### src/rtl/laser_burst_pkg.sv
package laser_burst_pkg;

  typedef enum logic [1:0] {
    SEQ_IDLE = 2'd0,
    SEQ_ARM  = 2'd1,
    SEQ_RUN  = 2'd2
  } seq_state_t;

  function automatic int unsigned max4(input int unsigned a, input int unsigned b,
                                       input int unsigned c, input int unsigned d);
    int unsigned m;
    m = a;
    if (b > m) m = b;
    if (c > m) m = c;
    if (d > m) m = d;
    return m;
  endfunction

endpackage

### src/rtl/lbs_len_decode.sv
module lbs_len_decode #(
  parameter int unsigned PKT_W    = 12,
  parameter int unsigned PKT_LEN0 = 32,
  parameter int unsigned PKT_LEN1 = 64,
  parameter int unsigned PKT_LEN2 = 1024,
  parameter int unsigned PKT_LEN3 = 2048
) (
  input  logic [1:0]       code,
  output logic [PKT_W-1:0] packets
);

  always_comb begin
    unique case (code)
      2'b00:   packets = PKT_W'(PKT_LEN0);
      2'b01:   packets = PKT_W'(PKT_LEN1);
      2'b10:   packets = PKT_W'(PKT_LEN2);
      default: packets = PKT_W'(PKT_LEN3);
    endcase
  end

endmodule

### src/rtl/lbs_frame_ctr.sv
module lbs_frame_ctr #(
  parameter int unsigned FRAMES  = 16,
  localparam int unsigned FRAME_W = (FRAMES > 1) ? $clog2(FRAMES) : 1
) (
  input  logic               clk,
  input  logic               rst,
  input  logic               clear,
  input  logic               adv,
  output logic [FRAME_W-1:0] idx,
  output logic               last
);

  assign last = (idx == FRAME_W'(FRAMES - 1));

  always_ff @(posedge clk) begin
    if (rst || clear) begin
      idx <= '0;
    end else if (adv) begin
      idx <= last ? '0 : idx + FRAME_W'(1);
    end
  end

endmodule

### src/rtl/lbs_pkt_ctr.sv
module lbs_pkt_ctr #(
  parameter int unsigned PKT_W = 12
) (
  input  logic             clk,
  input  logic             rst,
  input  logic             clear,
  input  logic             adv,
  input  logic [PKT_W-1:0] limit,
  output logic             last
);

  logic [PKT_W-1:0] cnt;

  assign last = (cnt == limit - PKT_W'(1));

  always_ff @(posedge clk) begin
    if (rst || clear) begin
      cnt <= '0;
    end else if (adv) begin
      cnt <= cnt + PKT_W'(1);
    end
  end

endmodule

### src/rtl/laser_burst_seq.sv
module laser_burst_seq
  import laser_burst_pkg::*;
#(
  parameter int unsigned FRAMES_PER_PKT = 16,
  parameter int unsigned PKT_LEN0       = 32,
  parameter int unsigned PKT_LEN1       = 64,
  parameter int unsigned PKT_LEN2       = 1024,
  parameter int unsigned PKT_LEN3       = 2048
) (
  input  logic       clk,
  input  logic       rst,
  input  logic       start,
  input  logic [1:0] len_code,
  input  logic       frame_strobe,
  output logic       laser_hi,
  output logic       capture_en,
  output logic       busy,
  output logic       irq
);

  localparam int unsigned HIGH_FRAMES = FRAMES_PER_PKT / 2;
  localparam int unsigned FRAME_W     = (FRAMES_PER_PKT > 1) ? $clog2(FRAMES_PER_PKT) : 1;
  localparam int unsigned MAX_PKTS    = max4(PKT_LEN0, PKT_LEN1, PKT_LEN2, PKT_LEN3);
  localparam int unsigned PKT_W       = $clog2(MAX_PKTS + 1);
  localparam logic [FRAME_W:0] HIGH_LIM = (FRAME_W+1)'(HIGH_FRAMES);

  seq_state_t state_q;

  logic [PKT_W-1:0]   pkts_dec;
  logic [PKT_W-1:0]   limit_q;
  logic [FRAME_W-1:0] frame_idx;
  logic               frame_last;
  logic               pkt_last;
  logic [FRAME_W:0]   next_idx;

  logic go;
  logic arm_hit;
  logic run_stb;
  logic done;

  assign go      = start && (state_q == SEQ_IDLE);
  assign arm_hit = frame_strobe && (state_q == SEQ_ARM);
  assign run_stb = frame_strobe && (state_q == SEQ_RUN);
  assign done    = run_stb && frame_last && pkt_last;
  assign next_idx = frame_last ? '0 : ({1'b0, frame_idx} + (FRAME_W+1)'(1));

  lbs_len_decode #(
    .PKT_W   (PKT_W),
    .PKT_LEN0(PKT_LEN0),
    .PKT_LEN1(PKT_LEN1),
    .PKT_LEN2(PKT_LEN2),
    .PKT_LEN3(PKT_LEN3)
  ) i_len_decode (
    .code   (len_code),
    .packets(pkts_dec)
  );

  lbs_frame_ctr #(
    .FRAMES(FRAMES_PER_PKT)
  ) i_frame_ctr (
    .clk  (clk),
    .rst  (rst),
    .clear(go || arm_hit),
    .adv  (run_stb),
    .idx  (frame_idx),
    .last (frame_last)
  );

  lbs_pkt_ctr #(
    .PKT_W(PKT_W)
  ) i_pkt_ctr (
    .clk  (clk),
    .rst  (rst),
    .clear(go),
    .adv  (run_stb && frame_last),
    .limit(limit_q),
    .last (pkt_last)
  );

  always_ff @(posedge clk) begin
    if (rst) begin
      state_q    <= SEQ_IDLE;
      limit_q    <= '0;
      laser_hi   <= 1'b0;
      capture_en <= 1'b0;
      busy       <= 1'b0;
      irq        <= 1'b0;
    end else begin
      unique case (state_q)
        SEQ_IDLE: begin
          if (go) begin
            state_q <= SEQ_ARM;
            limit_q <= pkts_dec;
            busy    <= 1'b1;
            irq     <= 1'b0;
          end
        end
        SEQ_ARM: begin
          if (arm_hit) begin
            state_q    <= SEQ_RUN;
            laser_hi   <= 1'b1;
            capture_en <= 1'b1;
          end
        end
        SEQ_RUN: begin
          if (done) begin
            state_q    <= SEQ_IDLE;
            laser_hi   <= 1'b0;
            capture_en <= 1'b0;
            busy       <= 1'b0;
            irq        <= 1'b1;
          end else if (run_stb) begin
            laser_hi <= (next_idx < HIGH_LIM);
          end
        end
        default: state_q <= SEQ_IDLE;
      endcase
    end
  end

endmodule

### config.mk
export PLATFORM = sky130hd
export DESIGN_NAME = laser_burst_seq
export DESIGN_NICKNAME = d
export VERILOG_FILES = /design/src/rtl/laser_burst_pkg.sv /design/src/rtl/lbs_len_decode.sv /design/src/rtl/lbs_frame_ctr.sv /design/src/rtl/lbs_pkt_ctr.sv /design/src/rtl/laser_burst_seq.sv
export SDC_FILE = /design/constraint.sdc
export NUM_CORES = 1
export LEC_CHECK = 0
export ABC_AREA = 1
export BUFFER_PORTS_ARGS = -buffer_cell sky130_fd_sc_hd__buf_2
export CORE_MARGIN = 2
export CORE_UTILIZATION = 50
export DETAILED_ROUTE_END_ITERATION = 8
export HOLD_SLACK_MARGIN = 0.05
export PLACE_DENSITY = 0.7
export SLEW_MARGIN = 20
export SYNTH_ARGS = -nofsm -noshare
export SYNTH_HDL_FRONTEND = slang
export SYNTH_SLANG_ARGS = --single-unit
### constraint.sdc
create_clock -name clk -period 1.9 [get_ports clk]
set_clock_uncertainty 0.1 [all_clocks]
set_input_delay 0.285 -clock clk [delete_from_list [all_inputs] [get_ports clk]]
set_output_delay 0.285 -clock clk [all_outputs]
set_load 0.02 [all_outputs]
======== After elaboration in Yosys (flattened, before gate mapping) ========
Index checks and enable logic that the tools add are counted.
word-level totals
  flip-flop bits (word level) ............. 34
  logic and storage cells ................. 58
operators by class
  $add $sub $neg .......................... 4
  order comparisons ....................... 1
  equality and inequality tests ........... 10
  mux-type cells .......................... 18
  reduce and logical (&&, ||, !) cells .... 17
operators with widths
  kind                   count
  $pmux 12 s3            1
  $add 12x1->12 const B  1
  $eq 12x12->1           1
  $reduce_and 3->1       4
  $sub 12x1->12 const B  1
  $pmux 1 s2             4
  $mux 1                 7
  $mux 2                 3
  $ne 2x2->1 const B     3
  $pmux 2 s3             1
  $add 4x1->5 const B    1
  $logic_and 1x1->1      5
  $lt 5x4->1 const B     1
  $mux 5                 1
  $add 4x1->4 const B    1
  $eq 2x1->1 const B     2
  $eq 2x2->1 const B     2
  $eq 4x4->1 const B     1
  $logic_not 2->1        2
  $mux 4                 1
  $reduce_bool 2->1      2
  $logic_or 1x1->1       3
  $ne 3x3->1 const B     1
  $reduce_and 2->1       1

======== Longest topological paths before layout ========
Gate-level depths: netlist (run 1).
  depth in word-level cells ............... 6
  depth in mapped cells ................... 15

======== Modules after synthesis ========
A second synthesis (run 1) with hierarchy kept.
unflattened totals
  cells, all modules ...................... 311
  area total of the unflattened synthesis .. 2,055.7 sq um
modules (own cells, without submodules)
  module           instances  cells each  area each (sq um)
  lbs_pkt_ctr      1          174         998.5
  laser_burst_seq  1          92          770.7
  lbs_frame_ctr    1          29          196.4
  lbs_len_decode   1          16          90.1

======== Least setup slack after synthesis (run 1) ========
OpenSTA, ideal clock, no wires.
  path kind ............................... reg-to-reg
  start ................................... register limit_q[5]
  end ..................................... register busy
  setup time .............................. 0.115 ns
  arrival ................................. 1.581 ns
  data required time ...................... 1.685 ns
  path slack .............................. 0.104 ns
  cell stages (with the launch flop) ...... 13
  period minus slack after synthesis ...... 1.796 ns
  path through ............................ dfxtp_1 inv_1 ha_1 ha_1 inv_1 nand2_1 nand2_1 nor3_1 nand3_2 nand2_2 nand3_1 nand2_1 nor2_1
on the way
  cells in the longest elaborated chain, start to end .. 5
RTL lines
  element                            RTL line                text
  start, declared                    laser_burst_seq.sv:30   logic [PKT_W-1:0] limit_q;
  start signal, assigned             laser_burst_seq.sv:93   limit_q <= pkts_dec;
  $sub 12x1->12                      lbs_pkt_ctr.sv:14       assign last = (cnt == limit - PKT_W'(1));
  $eq 12x12->1                       lbs_pkt_ctr.sv:14
  $logic_and 1x1->1                  laser_burst_seq.sv:44   assign done = run_stb && frame_last && pkt_last;
  $ne 2x2->1 (no source line)        -
  $reduce_and 3->1 (no source line)  -
  end signal, assigned               laser_burst_seq.sv:86   busy <= 1'b0;
  end signal, assigned               laser_burst_seq.sv:94   busy <= 1'b1;
  end signal, assigned               laser_burst_seq.sv:110  busy <= 1'b0;
  end, declared                      laser_burst_seq.sv:17   output logic busy,
Every way passes these cells.
A chain may end at the register's enable or synchronous reset.

======== Worst setup path after layout (run 1) ========
  start ................................... register limit_q[5]
  end ..................................... register state_q[0]
on the way
  cells in the longest elaborated chain, start to end .. 5
RTL lines
  element                            RTL line                text
  $sub 12x1->12                      lbs_pkt_ctr.sv:14
  $eq 12x12->1                       lbs_pkt_ctr.sv:14
  $logic_and 1x1->1                  laser_burst_seq.sv:44
  $ne 2x2->1 (no source line)        -
  $reduce_and 3->1 (no source line)  -
  end signal, assigned               laser_burst_seq.sv:82   state_q <= SEQ_IDLE;
  end signal, assigned               laser_burst_seq.sv:92   state_q <= SEQ_ARM;
  end signal, assigned               laser_burst_seq.sv:100  state_q <= SEQ_RUN;
  end, declared                      laser_burst_seq.sv:27   seq_state_t state_q;
Every way passes these cells.

==> results.md, run 1 <==
* WP buf/inv at 3
* Total global routing overflow at 0
* DRT Pass-1 Iters at 4
* Synth-to-layout area growth at 19.5%
* Max-cap violations at 0
* Worst setup SP type: register
* Final Hold Violating Endpoints at 0
* EDFF count, synth at 0
* Critical path arrival at 1.98 ns
* Min Tclk post-route at 1.80 ns
* All-layer global routing usage at 19.1%
* Pleak at 0.741 nW
* Initial Util at 51.9%
* Skew-Pair Late Insertion Delay at 0.33 ns
* Power Total at 1.80 mW
* Setup_tns at 0 ns
* CTS tree: yes
* Async set-or-reset flop fraction in the synthesized netlist at 0%
* Slew Limit Headroom at 81.5%
* Core area at 2730 um^2
* Final worst slack at 0.0998 ns
* Via count at 1,317
* P per Cell Area at 1060 nW/um^2
* First-pass GRT wire length at 4910 um
* Crit. End Element: register
* Count of cell types in the netlist at 22
* Setup violators final at 0
* Drt total wl at 2990 um
* Max stage delay cell, worst path: dfxtp_2
* H-tree depth at 1
* Pre-CTS setup slack at -0.0552 ns
* Tightest Hold Check Type: primary input to register
* Port bufs at 9
* Diode count at 0
* R2R Setup Slk at 0.1 ns
* Most frequent cell after synthesis: nand2_1
* Max incr delay on CP at 0.36 ns
* ANT nets after route at 0
* Die Width at 57.3 um
* Ys flop type: dfxtp_1
* Io pins at 10
* DRC Markers at 0
* Post-route cell area at 1700 um^2
* CTS clk-pin slew, worst paths at 0.15 ns
* Peak VDD IR at 0.950 mV
* Top cells by area, synth: dfxtp_1, nand2_1, inv_1
* Synth warn at 0
* Yosys top cell area share at 36.7%
* Worst-path fanout max at 6
* Synth cell count leaders: nand2_1, inv_1, dfxtp_1
* Top Family by Delay on Critical Path: simple AND/OR/NAND/NOR gates
* Dpl hpwl at 2270 um
* Slew Limit Fails at 0
* Via count of the first global-routing pass at 1,161
* Register bit total from synthesis at 26
* Syn Area/Cell at 6.99 um^2
* Sequential fraction of the synthesis area at 36.7%
* Synthesized cell area at 1420 um^2
* Chip height at 57.3 um
* Clock Tree Root: clkbuf_4
* RSZ-0062 raised after global routing: true
* Worst-Margin Slew at 0.277 ns
* Worst EP required at 2.08 ns
* Via/cell ratio at 5.16
* Core Rows at 19
* CP Class: register to register
* Inserted Clock Buffers at 3
* Worst-path cell chain: inv_2 -> ha_4 -> ha_4 -> inv_2 -> nand2_1 -> nand2_1 -> nor3_2 -> nand3_4 -> nand2_4 -> nand3_2 -> nand2_1 -> inv_1 -> nor2_1
* Placed cell area at 1530 um^2
* Clock Sinks at 26
* Post-Synthesis Cells at 203
* Cell repeated most along the worst path: nand2_1
* Syn nets at 217
* Largest net degree at the start of global routing at 16
* Die ar. at 3280 um^2
* Initial antenna violation count at 0
* Initial DRC count at 38
* Share of layout cells above drive strength 1 at 21.4%
* NumNets Final at 239
* Status: finished, final reports clean
* Achievable Freq at 0.555 GHz
* Clock buffer depth at 2
* Routed length per instance at 11.7 um
* Final period utilization at 94.7%
* Routability congestion estimate at 0.801
* Largest area contributor in the netlist: dfxtp_1
==> metal layers <==
layer  up-vias  share of wire (%)  wire, um  track usage [%]
li1        703                  -         -                -
met1       588                 48      1430             25.6
met2        21                 49      1450             31.2
met3         5                2.2        67             2.72
met4         0                1.5        45             7.64
met5         -                  0         0                0
==> stage by stage <==
step	utilization, %	std cells	hold slack [ns]
final	62.0	255	0.131
after global routing	62.0	255	0.131
after CTS	59.5	253	0.118
after detailed placement	56.1	247	0.362
after global placement	56.1	247	0.346
after floorplan	-	203	0.254
==> what timing repair did <==
action | in CTS | in global routing
endpoints found under the hold margin | 2 | 0
setup buffers | 1 | 2
setup endpoints to repair | 4 | 9
hold buffers | 1 | 0
pin swaps | 5 | 9
gates resized for setup | 8 | 15
==> sequential cells by signal, indices dropped and copies added, names as in the netlist <==
name and flops:
laser_hi 1, i_pkt_ctr.cnt 12, capture_en 1, irq 1, i_frame_ctr.idx 4, state_q 2
limit_q 4, busy 1
==> worst reg2reg max path: stages (launching register included) <==
cell     delay [ns]
dfxtp_2        0.36
inv_2          0.05
ha_4           0.16
ha_4           0.26
inv_2          0.03
nand2_1        0.05
nand2_1        0.05
nor3_2         0.17
nand3_4        0.11
nand2_4        0.10
nand3_2        0.08
nand2_1        0.08
inv_1          0.04
nor2_1         0.08
==> kinds of logic after synthesis <==
kind of cell	count (synthesis)	synth area share [%]
and+or+nand+nor	94	31.7
buffers and inverters	39	10.3
AOI/OAI and AO/OA	33	12.3
DFF	26	36.7
adders and majority gates	8	7.05
xor gates and xnor gates	2	1.23
muxes	1	0.705
==> power by group <==
group          internal (mW)  switching, mW
Clock                  0.214          0.172
Combinational          0.290          0.459
Sequential             0.625         0.0454
==> path summary, 6_finish.rpt <==
check,startpoint,to,cells after the start
max,limit_q[5]$_SDFFE_PP0P_,state_q[0]$_SDFFE_PP0P_,13
min,len_code[1],limit_q[10]$_SDFFE_PP0P_,3
max reg2reg,limit_q[5]$_SDFFE_PP0P_,state_q[0]$_SDFFE_PP0P_,13
min reg2reg,i_frame_ctr.idx[1]$_SDFFE_PP0N_,i_frame_ctr.idx[1]$_SDFFE_PP0N_,2
==> cell type report <==
type                            count  area, um^2
Timing Repair Buffer               17         108
Fill cell                         255        1040
Multi-Input combinational cell    138         822
Inverter                           39         146
Tap cell                           31        38.8
Clock inverter                      1        30.0
Sequential cell                    26         528
Clock buffer                        3        22.5
==> layout by cell type, fill, tap and decap left out, types with 2 or more instances in the layout <==
cell / count
inv_1: 33
nor2_4: 2
buf_2: 9
o21a_1: 3
nand3_4: 2
nor3_2: 2
xor2_1: 2
nor3_1: 2
ha_1: 4
nand4_1: 10
nand3_2: 2
dfxtp_2: 6
dfxtp_1: 20
clkbuf_4: 3
nand3_1: 8
inv_2: 6
nor2_1: 14
nand2_1: 46
ha_4: 3
a21oi_1: 17
o21ai_0: 12
buf_4: 7
No activity file was read; power rests on OpenSTA's default activity.
==> run 2: changes to the inputs <==
--- a/config.mk
+++ b/config.mk
@@ -11,7 +11,7 @@
 export CORE_UTILIZATION = 50
 export DETAILED_ROUTE_END_ITERATION = 8
 export HOLD_SLACK_MARGIN = 0.05
-export PLACE_DENSITY = 0.7
+export PLACE_DENSITY = 0.67
 export SLEW_MARGIN = 20
 export SYNTH_ARGS = -nofsm -noshare
 export SYNTH_HDL_FRONTEND = slang
==> constraint.sdc (replaced) <==
create_clock -name clk -period 1.7 [get_ports clk]
set_clock_uncertainty 0.1 [all_clocks]
set_input_delay 0.255 -clock clk [delete_from_list [all_inputs] [get_ports clk]]
set_output_delay 0.255 -clock clk [all_outputs]
set_load 0.02 [all_outputs]
==> run 2 against run 1 <==
Effect of this change: the flow now finishes with violations (setup timing); register-to-register slack got worse by 0.16 ns; sequential power rose by 11%; clock power rose by 10%; first-iteration DRC count grew 95%; critical path depth stayed put; power rose by 13%; sequential cell count is the same; largest power group unchanged; cell area rose by 5.0%; core utilization increased by 3.1 points; sequential share of layout area down 1.8 points; global-route usage increased by 0.23 points.
==> results.md, run 2 (synthesized netlist as in run 1, its figures left out) <==
* P_int at 1.28 mW
* Via count of the first global-routing pass at 1,326
* Achievable Freq at 0.567 GHz
* WP buf/inv at 3
* Skew-Pair Late Insertion Delay at 0.32 ns
* Clock buffer depth at 2
* Slew Limit Headroom at 82.2%
* All-layer global routing usage at 19.4%
* First-pass GRT wire length at 5130 um
* Critical path arrival at 1.93 ns
* DRC Markers at 0
* Drt total wl at 2960 um
* Worst Reg-to-Reg Cells at 13
* Worst EP required at 1.87 ns
* H-tree depth at 1
* Initial Util at 51.9%
* Placed cell area at 1650 um^2
* Largest net degree at the start of global routing at 16
* Hold Path Cell Cnt at 3
* CP Class: register to register
* Post-Layout Cell Count at 265
* Core Rows at 19
* Sw frac at 37.1%
* Max-cap violations at 0
* Total global routing overflow at 0
* Hold Path Sink: limit_q[11]$_SDFFE_PP0P_
* Worst Hold Margin at 0.101 ns
* Post-route cell area at 1780 um^2
* Port bufs at 9
* DP Cell Count at 259
* Finished Core Util at 65.1%
* Chip height at 57.3 um
* Seq pwr share at 36.5%
* Via/cell ratio at 5.20
* Top reg by flops: i_pkt_ctr.cnt
* Max FFs per register at 12
* Io pins at 10
* Most frequent cells in the layout: nand2_1, inv_1, dfxtp_1
* Pleak at 0.809 nW
* Die Width at 57.3 um
* Synth-to-layout area growth at 25.5%
* NumNets Final at 249
* Clock Tree Root: clkbuf_4
* Biggest regs: i_pkt_ctr.cnt: 12 flops, i_frame_ctr.idx: 4 flops, limit_q: 4 flops
* Tightest Hold Check Type: primary input to register
* Max stage delay cell, worst path: dfxtp_2
* Peak VDD IR at 1.02 mV
* Cell repeated most along the worst path: nand2_1
* Inserted Clock Buffers at 3
* Share of layout cells above drive strength 1 at 24.4%
* Dpl hpwl at 2260 um
* Final Hold Violating Endpoints at 0
* Min-delay src: len_code[1]
* DRT Pass-1 Iters at 6
* Setup_tns at -0.156 ns
* Diode count at 0
* Routed length per instance at 11.2 um
* Failing checks: setup timing
* Slew Limit Fails at 0
* NetSw at 754 uW
* Via count at 1,379
* Worst setup SP type: register
* RR Endpoint: state_q[1]$_SDFFE_PP0P_
* Initial DRC count at 74
* Top Family by Delay on Critical Path: simple AND/OR/NAND/NOR gates
* Pre-CTS setup slack at -0.101 ns
* Power Total at 2.03 mW
* CTS clk-pin slew, worst paths at 0.15 ns
* Setup violators final at 7
* Most common cell after layout, fill and taps aside: nand2_1
* Clock Sinks at 26
* Core area at 2730 um^2
* Status: finished with violations
* Crit. End Element: register
* Worst-path fanout max at 6
* Reg-to-reg startpoint: limit_q[5]$_SDFFE_PP0P_
* Die ar. at 3280 um^2
* Final worst slack at -0.0644 ns
* Worst-path cell chain: inv_2 -> ha_4 -> ha_4 -> inv_2 -> nand2_1 -> nand2_1 -> nor3_2 -> nand3_2 -> nand2_4 -> nand3_2 -> nand2_1 -> inv_1 -> nor2_1
* Worst-Margin Slew at 0.259 ns
* Routability congestion estimate at 0.849
* CTS tree: yes
* Max incr delay on CP at 0.36 ns
* R2R Setup Slk at -0.06 ns
* P per Cell Area at 1140 nW/um^2
* RSZ-0062 raised after global routing: true
* ANT nets after route at 0
* Clock Power Share at 20.9%
* Initial antenna violation count at 0
* Final period utilization at 104%
* Min Tclk post-route at 1.76 ns
* Logic pwr share at 42.6%
run 2: cell types whose count changed in the layout (fill, tap and decap cells not counted), sizes merged:
| cell | change |
|---|---|
| buf | +10 |
run 2: worst max-delay path by stage:
stage / start / to / slack, ns / cells after the start
6_report: limit_q[5]$_SDFFE_PP0P_ / state_q[1]$_SDFFE_PP0P_ / -0.06 / 13
5_1_grt: limit_q[5]$_SDFFE_PP0P_ / state_q[0]$_SDFFE_PP0P_ / -0.19 / 13
4_1_cts: limit_q[5]$_SDFFE_PP0P_ / state_q[1]$_SDFFE_PP0P_ / -0.06 / 13
3_5_place_dp: limit_q[5]$_SDFFE_PP0P_ / state_q[1]$_SDFFE_PP0P_ / -0.10 / 13
3_3_place_gp: limit_q[5]$_SDFFE_PP0P_ / state_q[0]$_SDFFE_PP0P_ / -0.06 / 13
2_1_floorplan: limit_q[5]$_SDFFE_PP0P_ / state_q[0]$_SDFFE_PP0P_ / 0.02 / 13
run 2: final cells by class:
type / instances / area (um^2)
flip-flops and latches: 26 / 523
well taps: 31 / 38.8
fillers: 253 / 953
clock inverters: 1 / 30.0
clock buffers: 3 / 22.5
multi-input cells: 138 / 837
inverters: 39 / 146
repair buffers: 27 / 183
run 2: worst register-to-register path: stages, from the launching register on:
cell and delay (ns):
dfxtp_2 0.36, inv_2 0.05, ha_4 0.16, ha_4 0.26
inv_2 0.03, nand2_1 0.05, nand2_1 0.06, nor3_2 0.13
nand3_2 0.13, nand2_4 0.12, nand3_2 0.07, nand2_1 0.07
inv_1 0.04, nor2_1 0.09
run 2: timing repair:
item | in CTS | in global routing
cloned | 0 | 0
pin swaps | 4 | 2
setup endpoints to repair | 11 | 22
gates resized for setup | 10 | 7
hold endpoints to repair | 2 | 0
hold buffers | 1 | 0
buffers inserted | 0 | 1
run 2: power groups by stage:
stage	clock (mW)	sequential, mW	combinational (mW)
2_1_floorplan	0	0.800	0.534
3_3_place_gp	0	0.748	0.797
3_5_place_dp	0	0.752	0.831
4_1_cts	0.440	0.743	0.866
5_1_grt	0.462	0.753	0.965
6_report	0.425	0.743	0.866
run 2: metal layers:
metal,track usage (%),vias to the layer above,wire length (um)
li1,-,716,-
met2,34.2,19,1500
met4,6.64,0,18
met3,2.95,2,91
met5,0,-,0
met1,24.0,642,1350
